===== src/rtl/sgx_pkg.sv =====
package sgx_pkg;
  localparam int BYTE_W = 8;
  localparam int DIV_W  = 11;

  typedef enum logic [1:0] {ST_IDLE, ST_LOAD, ST_SHIFT, ST_LATCH} seq_state_t;

  // Shift-clock period in bus cycles for a 4-bit setup code.
  function automatic logic [DIV_W-1:0] div_of_code(input logic [3:0] code);
    case (code)
      4'h5:    return DIV_W'(32);
      4'h6:    return DIV_W'(16);
      4'h7:    return DIV_W'(8);
      4'hC:    return DIV_W'(4);
      4'hD:    return DIV_W'(3);
      4'hE:    return DIV_W'(2);
      default: return DIV_W'(1024);
    endcase
  endfunction

  // Port count nibble limited to the number of ports built.
  function automatic logic [3:0] clamp_cnt(input logic [3:0] n, input int lim);
    return (int'(n) > lim) ? 4'(lim) : n;
  endfunction
endpackage


===== src/rtl/sgx_regs.sv =====
module sgx_regs #(
  parameter int NPORT  = 8,
  parameter int ADDR_W = 6,
  localparam int BW    = sgx_pkg::BYTE_W,
  localparam int TOT   = NPORT * BW,
  localparam int IW    = (NPORT > 1) ? $clog2(NPORT) : 1
) (
  input  logic              clk,
  input  logic              rst_n,
  input  logic              wr_en,
  input  logic [ADDR_W-1:0] addr,
  input  logic [BW-1:0]     wdata,
  output logic [BW-1:0]     rdata,
  input  logic              commit,
  input  logic [TOT-1:0]    cap_word,
  input  logic [3:0]        in_eff,
  output logic [TOT-1:0]    wd_flat,
  output logic [TOT-1:0]    rd_flat,
  output logic [BW-1:0]     ctrl,
  output logic [BW-1:0]     cfg,
  output logic [BW-1:0]     pcnt
);
  localparam logic [ADDR_W-1:0] A_CTRL = ADDR_W'(6'h28);
  localparam logic [ADDR_W-1:0] A_CFG  = ADDR_W'(6'h2A);
  localparam logic [ADDR_W-1:0] A_PCNT = ADDR_W'(6'h2B);

  logic [BW-1:0] wd_q [NPORT];
  logic [BW-1:0] rd_q [NPORT];

  for (genvar p = 0; p < NPORT; p++) begin : g_port
    always_ff @(posedge clk) begin
      if (!rst_n) begin
        wd_q[p] <= '0;
        rd_q[p] <= '0;
      end else begin
        if (wr_en && addr == ADDR_W'(p)) wd_q[p] <= wdata;
        if (commit && 4'(p) < in_eff) rd_q[p] <= cap_word[p*BW +: BW];
      end
    end
    assign wd_flat[p*BW +: BW] = wd_q[p];
    assign rd_flat[p*BW +: BW] = rd_q[p];
  end

  always_ff @(posedge clk) begin
    if (!rst_n) begin
      ctrl <= '0;
      cfg  <= '0;
      pcnt <= '0;
    end else if (wr_en) begin
      if (addr == A_CTRL) ctrl <= wdata;
      if (addr == A_CFG)  cfg  <= wdata;
      if (addr == A_PCNT) pcnt <= wdata;
    end
  end

  always_comb begin
    rdata = '0;
    if (addr < ADDR_W'(NPORT))
      rdata = wd_q[IW'(addr)];
    else if (addr < ADDR_W'(2 * NPORT))
      rdata = rd_q[IW'(addr - ADDR_W'(NPORT))];
    else if (addr == A_CTRL)
      rdata = ctrl;
    else if (addr == A_CFG)
      rdata = cfg;
    else if (addr == A_PCNT)
      rdata = pcnt;
  end


  rd_hold_chk: assert property (@(posedge clk) disable iff (!rst_n)
    !commit |=> $stable(rd_flat));
endmodule


===== src/rtl/sgx_timer.sv =====
module sgx_timer #(
  parameter int DIV_W = sgx_pkg::DIV_W
) (
  input  logic             clk,
  input  logic             rst_n,
  input  logic             run,
  input  logic [DIV_W-1:0] div,
  output logic             slot_end,
  output logic             phase_hi,
  output logic             sample_pt
);
  logic [DIV_W-1:0] cnt;
  logic [DIV_W-1:0] half;

  assign half      = div >> 1;
  assign slot_end  = run && (cnt >= div - DIV_W'(1));
  assign phase_hi  = cnt >= half;
  assign sample_pt = run && (cnt == half - DIV_W'(1));

  always_ff @(posedge clk) begin
    if (!rst_n)                cnt <= '0;
    else if (!run || slot_end) cnt <= '0;
    else                       cnt <= cnt + DIV_W'(1);
  end
endmodule


===== src/rtl/sgx_seq.sv =====
module sgx_seq #(
  parameter int TOT = 64,
  localparam int BCW = $clog2(TOT + 1)
) (
  input  logic           clk,
  input  logic           rst_n,
  input  logic           go,
  input  logic           slot_end,
  input  logic           phase_hi,
  input  logic           sample_pt,
  input  logic [BCW-1:0] nbits,
  input  logic [TOT-1:0] tx_load,
  input  logic           ser_din,
  output logic           run,
  output logic           tx_bit,
  output logic           sclk_act,
  output logic           load_act,
  output logic [TOT-1:0] rx_word,
  output logic           commit,
  output logic           scan_done
);
  import sgx_pkg::*;

  seq_state_t     state;
  logic [BCW-1:0] bitn;
  logic [TOT-1:0] tx_sr;
  logic [TOT-1:0] rx_sr;

  assign run      = state != ST_IDLE;
  assign commit   = go && state == ST_LATCH && slot_end;
  assign sclk_act = state == ST_SHIFT && phase_hi;
  assign load_act = state == ST_LOAD || state == ST_LATCH;
  assign tx_bit   = state == ST_SHIFT && tx_sr[TOT-1];
  assign rx_word  = rx_sr;

  always_ff @(posedge clk) begin
    if (!rst_n) begin
      state     <= ST_IDLE;
      bitn      <= '0;
      tx_sr     <= '0;
      rx_sr     <= '0;
      scan_done <= 1'b0;
    end else begin
      scan_done <= commit;
      if (!go) begin
        state <= ST_IDLE;
      end else begin
        case (state)
          ST_IDLE: begin
            state <= ST_LOAD;
            tx_sr <= tx_load;
            bitn  <= '0;
          end
          ST_LOAD:
            if (slot_end) state <= (nbits == '0) ? ST_LATCH : ST_SHIFT;
          ST_SHIFT: begin
            if (sample_pt) rx_sr <= {rx_sr[TOT-2:0], ser_din};
            if (slot_end) begin
              tx_sr <= tx_sr << 1;
              bitn  <= bitn + BCW'(1);
              if (bitn == nbits - BCW'(1)) state <= ST_LATCH;
            end
          end
          default:
            if (slot_end) state <= ST_IDLE;
        endcase
      end
    end
  end


  done_pulse_chk: assert property (@(posedge clk) disable iff (!rst_n)
    scan_done |=> !scan_done);


  idle_lines_chk: assert property (@(posedge clk) disable iff (!rst_n)
    !go |=> !sclk_act && !load_act);


  bit_range_chk: assert property (@(posedge clk) disable iff (!rst_n)
    state == ST_SHIFT |-> bitn < nbits);


  abort_chk: assert property (@(posedge clk) disable iff (!rst_n)
    (state != ST_IDLE) && !go |=> state == ST_IDLE && !scan_done);
endmodule


===== src/rtl/sgx_expander.sv =====
module sgx_expander #(
  parameter int NPORT  = 8,
  parameter int ADDR_W = 6,
  localparam int BW    = sgx_pkg::BYTE_W,
  localparam int TOT   = NPORT * BW,
  localparam int BCW   = $clog2(TOT + 1)
) (
  input  logic              clk,
  input  logic              rst_n,
  input  logic              bus_wr,
  input  logic [ADDR_W-1:0] bus_addr,
  input  logic [BW-1:0]     bus_wdata,
  output logic [BW-1:0]     bus_rdata,
  output logic              sio_dout,
  input  logic              sio_din,
  output logic              sio_clk,
  output logic              sio_load,
  output logic              scan_done
);
  import sgx_pkg::*;

  logic [TOT-1:0]   wd_flat, rd_flat, out_masked, tx_load, rx_word, rx_al;
  logic [BW-1:0]    ctrl, cfg, pcnt;
  logic [3:0]       out_eff, in_eff, nmax;
  logic [BCW-1:0]   nbits, in_bits;
  logic [DIV_W-1:0] div;
  logic             go, run, commit, slot_end, phase_hi, sample_pt;
  logic             tx_bit, sclk_act, load_act;

  assign go      = ctrl[7] && ctrl[2:1] == 2'b10;
  assign out_eff = clamp_cnt(pcnt[7:4], NPORT);
  assign in_eff  = clamp_cnt(pcnt[3:0], NPORT);
  assign nmax    = (out_eff > in_eff) ? out_eff : in_eff;
  assign nbits   = BCW'(nmax) * BCW'(BW);
  assign in_bits = BCW'(in_eff) * BCW'(BW);
  assign div     = div_of_code(cfg[3:0]);

  for (genvar p = 0; p < NPORT; p++) begin : g_mask
    assign out_masked[p*BW +: BW] = (4'(p) < out_eff) ? wd_flat[p*BW +: BW] : '0;
  end

  assign tx_load = out_masked << (TOT - int'(nbits));
  assign rx_al   = rx_word >> (nbits - in_bits);

  sgx_regs #(.NPORT(NPORT), .ADDR_W(ADDR_W)) u_regs (
    .clk(clk), .rst_n(rst_n), .wr_en(bus_wr), .addr(bus_addr),
    .wdata(bus_wdata), .rdata(bus_rdata), .commit(commit),
    .cap_word(rx_al), .in_eff(in_eff), .wd_flat(wd_flat),
    .rd_flat(rd_flat), .ctrl(ctrl), .cfg(cfg), .pcnt(pcnt)
  );

  sgx_timer #(.DIV_W(DIV_W)) u_timer (
    .clk(clk), .rst_n(rst_n), .run(run), .div(div),
    .slot_end(slot_end), .phase_hi(phase_hi), .sample_pt(sample_pt)
  );

  sgx_seq #(.TOT(TOT)) u_seq (
    .clk(clk), .rst_n(rst_n), .go(go), .slot_end(slot_end),
    .phase_hi(phase_hi), .sample_pt(sample_pt), .nbits(nbits),
    .tx_load(tx_load), .ser_din(sio_din), .run(run), .tx_bit(tx_bit),
    .sclk_act(sclk_act), .load_act(load_act), .rx_word(rx_word),
    .commit(commit), .scan_done(scan_done)
  );

  assign sio_dout = tx_bit;
  assign sio_clk  = sclk_act ^ cfg[4];
  assign sio_load = ~load_act ^ cfg[5];
endmodule


===== config.mk =====
export PLATFORM = sky130hd
export DESIGN_NAME = sgx_expander
export DESIGN_NICKNAME = d
export VERILOG_FILES = /design/src/rtl/sgx_pkg.sv /design/src/rtl/sgx_regs.sv /design/src/rtl/sgx_timer.sv /design/src/rtl/sgx_seq.sv /design/src/rtl/sgx_expander.sv
export SDC_FILE = /design/constraint.sdc
export NUM_CORES = 1
export LEC_CHECK = 0
export BUFFER_PORTS_ARGS = -buffer_cell sky130_fd_sc_hd__buf_2
export CORE_MARGIN = 2
export CORE_UTILIZATION = 64
export DETAILED_ROUTE_END_ITERATION = 8
export GPL_TIMING_DRIVEN = 0
export PLACE_DENSITY = 0.81
export SLEW_MARGIN = 30
export SYNTH_ARGS = -nofsm -noshare
export SYNTH_HDL_FRONTEND = slang
export SYNTH_SLANG_ARGS = --single-unit

===== constraint.sdc =====
create_clock -name clk -period 13.01 [get_ports clk]
set_clock_uncertainty 0.2 [all_clocks]
set_input_delay 1.301 -clock clk [delete_from_list [all_inputs] [get_ports clk]]
set_output_delay 1.301 -clock clk [all_outputs]
set_load 0.03 [all_outputs]

# Word level (Yosys, flattened, before mapping)
# Memory sizes are Yosys's and may differ from the RTL's.
# Index checks and enable logic that the tools add are counted.
[word_totals]
regBits = 173
latchBits = 0
mem_bits_rw = 128
rom_bits = 0
input_bits = 18
out_inout_bits = 12
word_cells = 221
memories = 2
[mem_list]
columns = ["memory", "words", "width", "rd", "rd_ports_with_merged_regs", "write_ports", "line", "source"]
rows = [
  ["u_regs.rd_q", 8, 8, 1, 0, 8, "sgx_regs.sv:28", "logic [BW-1:0] rd_q [NPORT];"],
  ["u_regs.wd_q", 8, 8, 9, 0, 8, "sgx_regs.sv:27", "logic [BW-1:0] wd_q [NPORT];"],
]
[op_classes]
addsub = 8
mul = 0
div = 0
magnitude_cmp = 23
n_eq_ne = 25
shifts = 2
n_mux = 92
n_bitwise = 20
n_reduce_logical = 40
[ops]
columns = ["op", "n"]
rows = [
  ["$mux 8", 29],
  ["$pmux 64 s2", 1],
  ["$pmux 11 s6", 1],
  ["$mux 64", 1],
  ["$shl 64x32->64", 1],
  ["$shr 64x7->64", 1],
  ["$mux 1", 50],
  ["$lt 3x4->1 const A", 8],
  ["$eq 6x3->1 const B", 4],
  ["$logic_and 1x1->1", 23],
  ["$eq 6x6->1 const B", 3],
  ["$lt 1x4->1 const A", 4],
  ["$lt 2x4->1 const A", 4],
  ["$or 1x1->1", 16],
  ["$pmux 7 s2", 1],
  ["$eq 4x3->1 const B", 3],
  ["$eq 4x4->1 const B", 3],
  ["$eq 6x2->1 const B", 2],
  ["$mux 4", 3],
  ["$add 11x1->11 const B", 1],
  ["$eq 11x11->1", 1],
  ["$ge 11x10->1", 1],
  ["$ge 11x11->1", 1],
  ["$sub 10x1->11 const B", 1],
  ["other kinds (31)", 47],
]

# Logic depth before layout (Yosys ltp)
# Gate-level depths: netlist (run 1).
[logic_depth]
depth_word = 11
mapped_depth = 21
ltp_nobuf = 19

# Hierarchy
# A second synthesis (run 1) with hierarchy kept.
[unflattened]
cells_unflattened = 2110
area_unflattened_um2 = 19277.2
[modules_own_cells]
columns = ["module", "instances", "cells_each", "area_each_um2", "seq_area_each_um2"]
rows = [
  ["sgx_regs", 1, 560, 7253.2, 4324.1],
  ["sgx_seq", 1, 671, 6085.8, 2762.6],
  ["sgx_expander", 1, 690, 4446.8, 0.0],
  ["sgx_timer", 1, 189, 1491.4, 220.2],
]

# Worst setup path before layout (run 1)
# OpenSTA, ideal clock, no wires.
[synth_path]
path_kind = "input -> output"
start = "input bus_addr[0]"
end = "output bus_rdata[7]"
t_arrival_ps = 3462
required_ps = 11509
setup_slack_ps = 8047
path_stages = 7
n_path_buf = 3
path_cell_list = "clkbuf_1 -> buf_1 -> clkbuf_1 -> mux4_2 -> mux2_2 -> a22oi_1 -> o21ai_0"
[synth_via]
elab_chain_len = 6
elab_cells_between_ends = 13
classes_between = "add/sub: 1; order compare: 2; eq/ne: 3; mux: 5; memory: 2"
[synth_rtl]
columns = ["item", "line", "source"]
rows = [
  ["start: declaration", "sgx_expander.sv:11", "input logic [ADDR_W-1:0] bus_addr,"],
  ["parallel branches: the longest is 5 deep, another holds $mem_v2 8x8", "-", ""],
  ["$mux 8 (*)", "sgx_regs.sv:58", "if (addr < ADDR_W'(NPORT))"],
  ["end: declaration", "sgx_expander.sv:13", "output logic [BW-1:0] bus_rdata,"],
]
# Every way passes the cells marked *.

==> results.json, run 1 <==
{
  "cp-end-kind": "register",
  "power.ir.vdd_worst_uv": 112,
  "crit_buf_inv": 7,
  "p_seq_frac": 0.500,
  "grt_max_degree": 17,
  "met3_length_mm": 6.29,
  "final_hold_viol_count": 0,
  "antenna_found_initial": 1,
  "syn_nets": 1878,
  "period_minus_slack_ns": 6.06,
  "area_growth_pct": 8.99,
  "worst_pin_slew_ns": 1.08,
  "clk_pin_slew_worst_paths_ns": 0.07,
  "p_switching_mw": 0.504,
  "crit_path_start_kind": "register",
  "cts_buffer_depth": 3,
  "crit_family": "buffers and inverters",
  "crit_slowest_cell": "clkbuf_1",
  "dieArea_um2": 28800,
  "rsz0062_at_grt": "false",
  "critical_path_peak_fanout": 11,
  "clock_sink_count": 301,
  "cts_tree": "done",
  "synth_top_area_frac": 0.219,
  "port_buffers": 25,
  "die_w_um": 170,
  "viasPerCell": 7.19,
  "p_clk_frac": 0.441,
  "synthFlopType": "dfxtp_1",
  "numCtsBuffers": 31,
  "synthCells": 1825,
  "overflow": 0,
  "routed_wl_mm": 63.7,
  "clkLatencyLatePin_ns": 0.59,
  "layout.cells.most_common": "nor2_1",
  "drv_slew": 0,
  "async_flop_share": 0,
  "synth_edf_count": 128,
  "synth_cell_type_count": 96,
  "worstPathCellList": "buf_2 -> clkbuf_1 -> nor2b_1 -> ha_1 -> nor2b_4 -> o21a_4 -> o32a_4 -> nand2_8 -> inv_4 -> buf_2 -> ha_1 -> clkbuf_1 -> clkbuf_1 -> clkbuf_1 -> nand2_1 -> o21ai_0 -> nand2_1 -> a21oi_1",
  "placedCellCount": 2191,
  "gp_congestion": 1.05,
  "ys_ff_latch": 301,
  "h-tree-depth": 1,
  "num_rows": 60,
  "drive_gt1_frac": 0.114,
  "ctsHoldBuffers": 0,
  "drt-met1-wl_mm": 22.4,
  "io_pins": 30,
  "max_slew_margin": 0.276,
  "max_cap_viol_count": 0,
  "period_share": 0.466,
  "dr.pass1.iters": 6,
  "drc_errors": 0,
  "num-nets-final": 1936,
  "power.internal_mw": 1.55,
  "cpPeakStageDelay_ns": 0.58,
  "status": "finished, final reports clean",
  "ys_seq_area_frac": 0.416,
  "avgSynthCellArea_um2": 9.63,
  "post_cts_resized": 0,
  "combinationalPowerShare": 0.059,
  "synth_area_leader_cell": "edfxtp_1",
  "switching_share": 0.246,
  "die_h_um": 170,
  "grt_usage": 0.441,
  "drt_iter0_drc": 2521,
  "setup_tns_ns": 0,
  "wl_met2_mm": 29.4,
  "arrival_ns": 6.26,
  "mostFrequentLayoutCells": "nor2_1, dfxtp_1, nand2_1, edfxtp_1, mux2i_1",
  "path_class": "reg -> reg",
  "fmaxAchievable_ghz": 0.165,
  "critPathMostFrequentCell": "clkbuf_1",
  "powerDensity_nw_per_um2": 107,
  "setup_viol": 0,
  "final_cells": 2250,
  "start_util": 0.652,
  "synthesis.area_um2": 17600,
  "place_hpwl_mm": 47.7,
  "cts_root_buffer": "clkbuf_16",
  "leakage_nw": 6.65,
  "wl_per_cell_um": 28.3,
  "cp_data_required_time_ns": 13.22,
  "core-area_um2": 27000,
  "top_layer": "met4",
  "hp-class": "reg -> reg",
  "synthTopCellsByArea": "edfxtp_1, dfxtp_1, mux2i_1",
  "grt_pass1_vias": 15500,
  "yosys_warnings": 0,
  "post_cts_buffers": 0,
  "via_count": 16200,
  "ant_nets": 0,
  "grt_first_pass_wirelength_mm": 94.6
}
## synth_stat cells (6+ instances only)
cell type	n
buf_2	17
clkbuf_1	108
edfxtp_1	128
a32oi_1	9
inv_1	22
or3_1	7
a211oi_1	27
nand3_1	33
xor2_1	14
nor2b_1	25
o21ai_0	96
a32o_1	6
nand2b_1	18
o211ai_1	15
dfxtp_1	173
a221o_1	10
buf_1	8
mux2_2	29
mux4_2	48
and2_1	79
or2_2	8
nor3_1	29
a221oi_1	44
mux2i_1	113
nand2_1	145
a22oi_1	22
a22o_1	21
a31oi_1	21
nor2_1	238
buf_4	8
and3_1	14
ha_1	34
a2bb2oi_1	7
xnor2_1	12
a21oi_1	109
a211o_1	9
o2bb2ai_1	6
nand4_1	9
nor3_2	7
## registers in the layout, indices dropped and copies added, names as in the netlist
name             cells
u_regs.cfg           8
u_seq.scan_done      1
u_regs.wd_q         64
u_regs.ctrl          8
u_seq.rx_word       64
u_seq.tx_sr         64
u_seq.state          2
u_regs.rd_q         64
u_seq.bitn           7
u_regs.pcnt          8
u_timer.cnt         11
## area by class of cell
cell class                 count  area (um2)
inverter                      23        88.8
clock inverter                20         174
timing repair buffer          25         125
antenna                        1        2.50
multi-input combinational   1359        9580
sequential                   301        7310
tap                          341         427
fill                        1996        7800
buffer                       142         594
clock buffer                  38         843
## final timing paths
path                   start                end  slack [ns]  cells past startpoint
max           u_regs.pcnt[7]  u_regs.rd_q[1][1]        6.95                     18
min          u_seq.tx_sr[42]    u_seq.tx_sr[42]        0.28                      2
max reg2reg   u_regs.pcnt[7]  u_regs.rd_q[1][1]        6.95                     18
min reg2reg  u_seq.tx_sr[42]    u_seq.tx_sr[42]        0.28                      2
## stage by stage
step | utilization | total power, mW | hold slack [ns] | setup WS (ns) | cell area, um2
4_1_cts | 0.710 | 2.04 | 0.276 | 7.22 | 19100
6_report | 0.710 | 2.05 | 0.284 | 6.95 | 19100
5_1_grt | 0.710 | 2.08 | 0.299 | 6.80 | 19100
3_5_place_dp | 0.672 | 1.16 | 0.263 | 7.25 | 18100
2_1_floorplan | - | 1.11 | 0.225 | 8.05 | 17600
3_3_place_gp | 0.672 | 1.15 | 0.249 | 7.24 | 18100
## logic make-up after synthesis
family,after synthesis,synth area share
AOI/OAI and AO/OA,461,0.182
xor gates and xnor gates,26,0.0130
other,1,0.000213
DFF,301,0.416
and+or+nand+nor,646,0.180
muxes,190,0.145
adders and majority gates,35,0.0254
buffers and inverters,165,0.0387
## power by group through the flow
| stage | clock [mW] | combinational, mW | sequential [mW] |
|---|---|---|---|
| after floorplan | 0 | 0.0735 | 1.03 |
| after global placement | 0 | 0.113 | 1.04 |
| after detailed placement | 0 | 0.115 | 1.04 |
| after CTS | 0.899 | 0.116 | 1.02 |
| after global routing | 0.933 | 0.123 | 1.02 |
| final | 0.904 | 0.121 | 1.02 |
## layer usage
metal,global-route usage,vias to the layer above
li1,-,6915
met1,0.536,7692
met2,0.720,1226
met3,0.0637,347
met4,0.318,0
met5,0,-
## worst min-delay path: stages, from the launching register on
cell and delay [ns]:
dfxtp_1 0.33, nand2_1 0.06, o31ai_1 0.05
Note: power is estimated with default switching activity, not from simulation.
==> inputs of run 2 (changes only) <==
==> constraint.sdc (replaced) <==
create_clock -name clk -period 5.75 [get_ports clk]
set_clock_uncertainty 0.2 [all_clocks]
set_input_delay 0.575 -clock clk [delete_from_list [all_inputs] [get_ports clk]]
set_output_delay 0.575 -clock clk [all_outputs]
set_load 0.03 [all_outputs]
==> run 2 against run 1 <==
Die area unchanged. Sequential share of layout area down 0.082 points. Fmax up 7.4%. Clock power up 130%. Critical path depth unchanged. Largest power group unchanged. Sequential power up 130%. Critical path type unchanged. Critical endpoint is now u_seq.tx_sr[62]. Flip-flop and latch count unchanged. Power up 130%. Non-clock buffer count down 1. Register-to-register slack worse by 6.8 ns. Final area up 0.22%. Worst hold slack worse by 0.26 ns.
==> results.json, run 2 (same netlist as run 1, synthesis figures left out) <==
{
  "status": "finished, final reports clean",
  "overflow": 0,
  "crit_path_start_kind": "register",
  "powerDensity_nw_per_um2": 242,
  "fmaxAchievable_ghz": 0.177,
  "leakage_nw": 6.68,
  "cp-end-kind": "register",
  "max_cap_viol_count": 0,
  "total_power_mw": 4.64,
  "port_buffers": 25,
  "dieArea_um2": 28800,
  "antenna_found_initial": 1,
  "drv_slew": 0,
  "worstPathCellList": "inv_1 -> nand2_1 -> inv_1 -> ha_1 -> nand4_2 -> nand3_1 -> o22a_1 -> nand2_8 -> inv_4 -> buf_2 -> ha_2 -> nor2_1 -> a21oi_1 -> clkbuf_1 -> a32oi_1 -> o2bb2ai_1 -> a221oi_1 -> o21ai_0",
  "io_pins": 30,
  "finalCoreUtilization": 0.712,
  "start_util": 0.652,
  "area_growth_pct": 9.22,
  "core-area_um2": 27000,
  "rsz0062_at_grt": "false",
  "via_count": 16300,
  "die_h_um": 170,
  "final_hold_viol_count": 0,
  "cts_buffer_depth": 3,
  "path_class": "reg -> reg",
  "power.ir.vdd_worst_uv": 253,
  "num_rows": 60,
  "viasPerCell": 7.25,
  "period_minus_slack_ns": 5.64,
  "cts_tree": "done",
  "critPathMostFrequentCell": "inv_1",
  "cp_data_required_time_ns": 6.06,
  "drive_gt1_frac": 0.122,
  "max_slew_margin": 0.247,
  "hp-class": "in -> reg",
  "worst_pin_slew_ns": 1.12,
  "grt_first_pass_wirelength_mm": 94.7,
  "setup_viol": 0,
  "period_share": 0.980,
  "critical_path_peak_fanout": 11,
  "die_w_um": 170,
  "post_cts_buffers": 0,
  "dr.pass1.iters": 8,
  "cpPeakStageDelay_ns": 0.52,
  "cts_root_buffer": "clkbuf_16",
  "crit_buf_inv": 5,
  "gp_congestion": 1.05,
  "mostFrequentLayoutCells": "nor2_1, dfxtp_1, nand2_1, edfxtp_1, mux2i_1",
  "crit_family": "compound AO/OA/AOI/OAI gates",
  "numCtsBuffers": 31,
  "place_hpwl_mm": 47.7,
  "ctsHoldBuffers": 0,
  "routed_wl_mm": 63.9,
  "grt_usage": 0.441,
  "drc_errors": 0,
  "clkLatencyLatePin_ns": 0.59,
  "h-tree-depth": 1,
  "clock_sink_count": 301,
  "arrival_ns": 5.95,
  "num-nets-final": 1935,
  "grt_pass1_vias": 15500,
  "post_cts_resized": 3,
  "grt_max_degree": 17,
  "layout.cells.most_common": "nor2_1",
  "wl_per_cell_um": 28.4,
  "ant_nets": 0,
  "drt_iter0_drc": 2471,
  "setup_tns_ns": 0,
  "crit_slowest_cell": "clkbuf_1",
  "clk_pin_slew_worst_paths_ns": 0.07
}
==> run 2: cell types whose count changed in the layout (fill, tap and decap cells not counted), sizes merged <==
cell | before | now
clkbuf | 146 | 147
buf | 59 | 57
==> run 2: worst paths after layout <==
check	slack [ns]	from	cells past startpoint	end
min reg2reg	0.28	u_seq.tx_sr[42]	2	u_seq.tx_sr[42]
max	0.11	u_regs.pcnt[3]	18	u_seq.tx_sr[62]
max reg2reg	0.11	u_regs.pcnt[3]	18	u_seq.tx_sr[62]
min	0.02	sio_din	3	u_seq.rx_word[0]
==> run 2: layer usage <==
layer / part of all wire / GRT usage
met5: 0 / 0
met3: 0.096 / 0.0627
met4: 0.089 / 0.311
met1: 0.35 / 0.536
met2: 0.46 / 0.724
==> run 2: cell type report <==
class | instances | area, um2
Clock inverter | 20 | 174
Tap cell | 341 | 427
Sequential cell | 301 | 7310
Multi-Input combinational cell | 1359 | 9610
Buffer | 141 | 606
Timing Repair Buffer | 25 | 125
Inverter | 23 | 88.8
Clock buffer | 38 | 843
Fill cell | 1984 | 7760
Antenna cell | 1 | 2.50
==> run 2: power breakdown <==
group / switching [mW] / leakage [nW] / internal (mW)
registers: 0.0445 / 2.61 / 2.27
logic: 0.188 / 3.59 / 0.0879
clock network: 0.912 / 0.482 / 1.14
==> run 2: worst min-delay path: cells and delay by family <==
family / cells / cell delay, ns
mux: 1 / 0.06
buf+inv: 1 / 0.08
simple gates: 1 / 0.07
==> run 2: per-stage QoR <==
| step | instances | hold WS, ns | instance area [um2] | setup WS, ns |
|---|---|---|---|---|
| floorplan | 1825 | 0.225 | 17600 | 1.19 |
| global placement | 2191 | 0.249 | 18100 | -0.0150 |
| detailed placement | 2191 | 0.263 | 18100 | -0.0103 |
| CTS | 2249 | 0.0182 | 19100 | 0.0824 |
| global route | 2248 | 0.0484 | 19200 | 0.00807 |
| finish | 2249 | 0.0224 | 19200 | 0.113 |
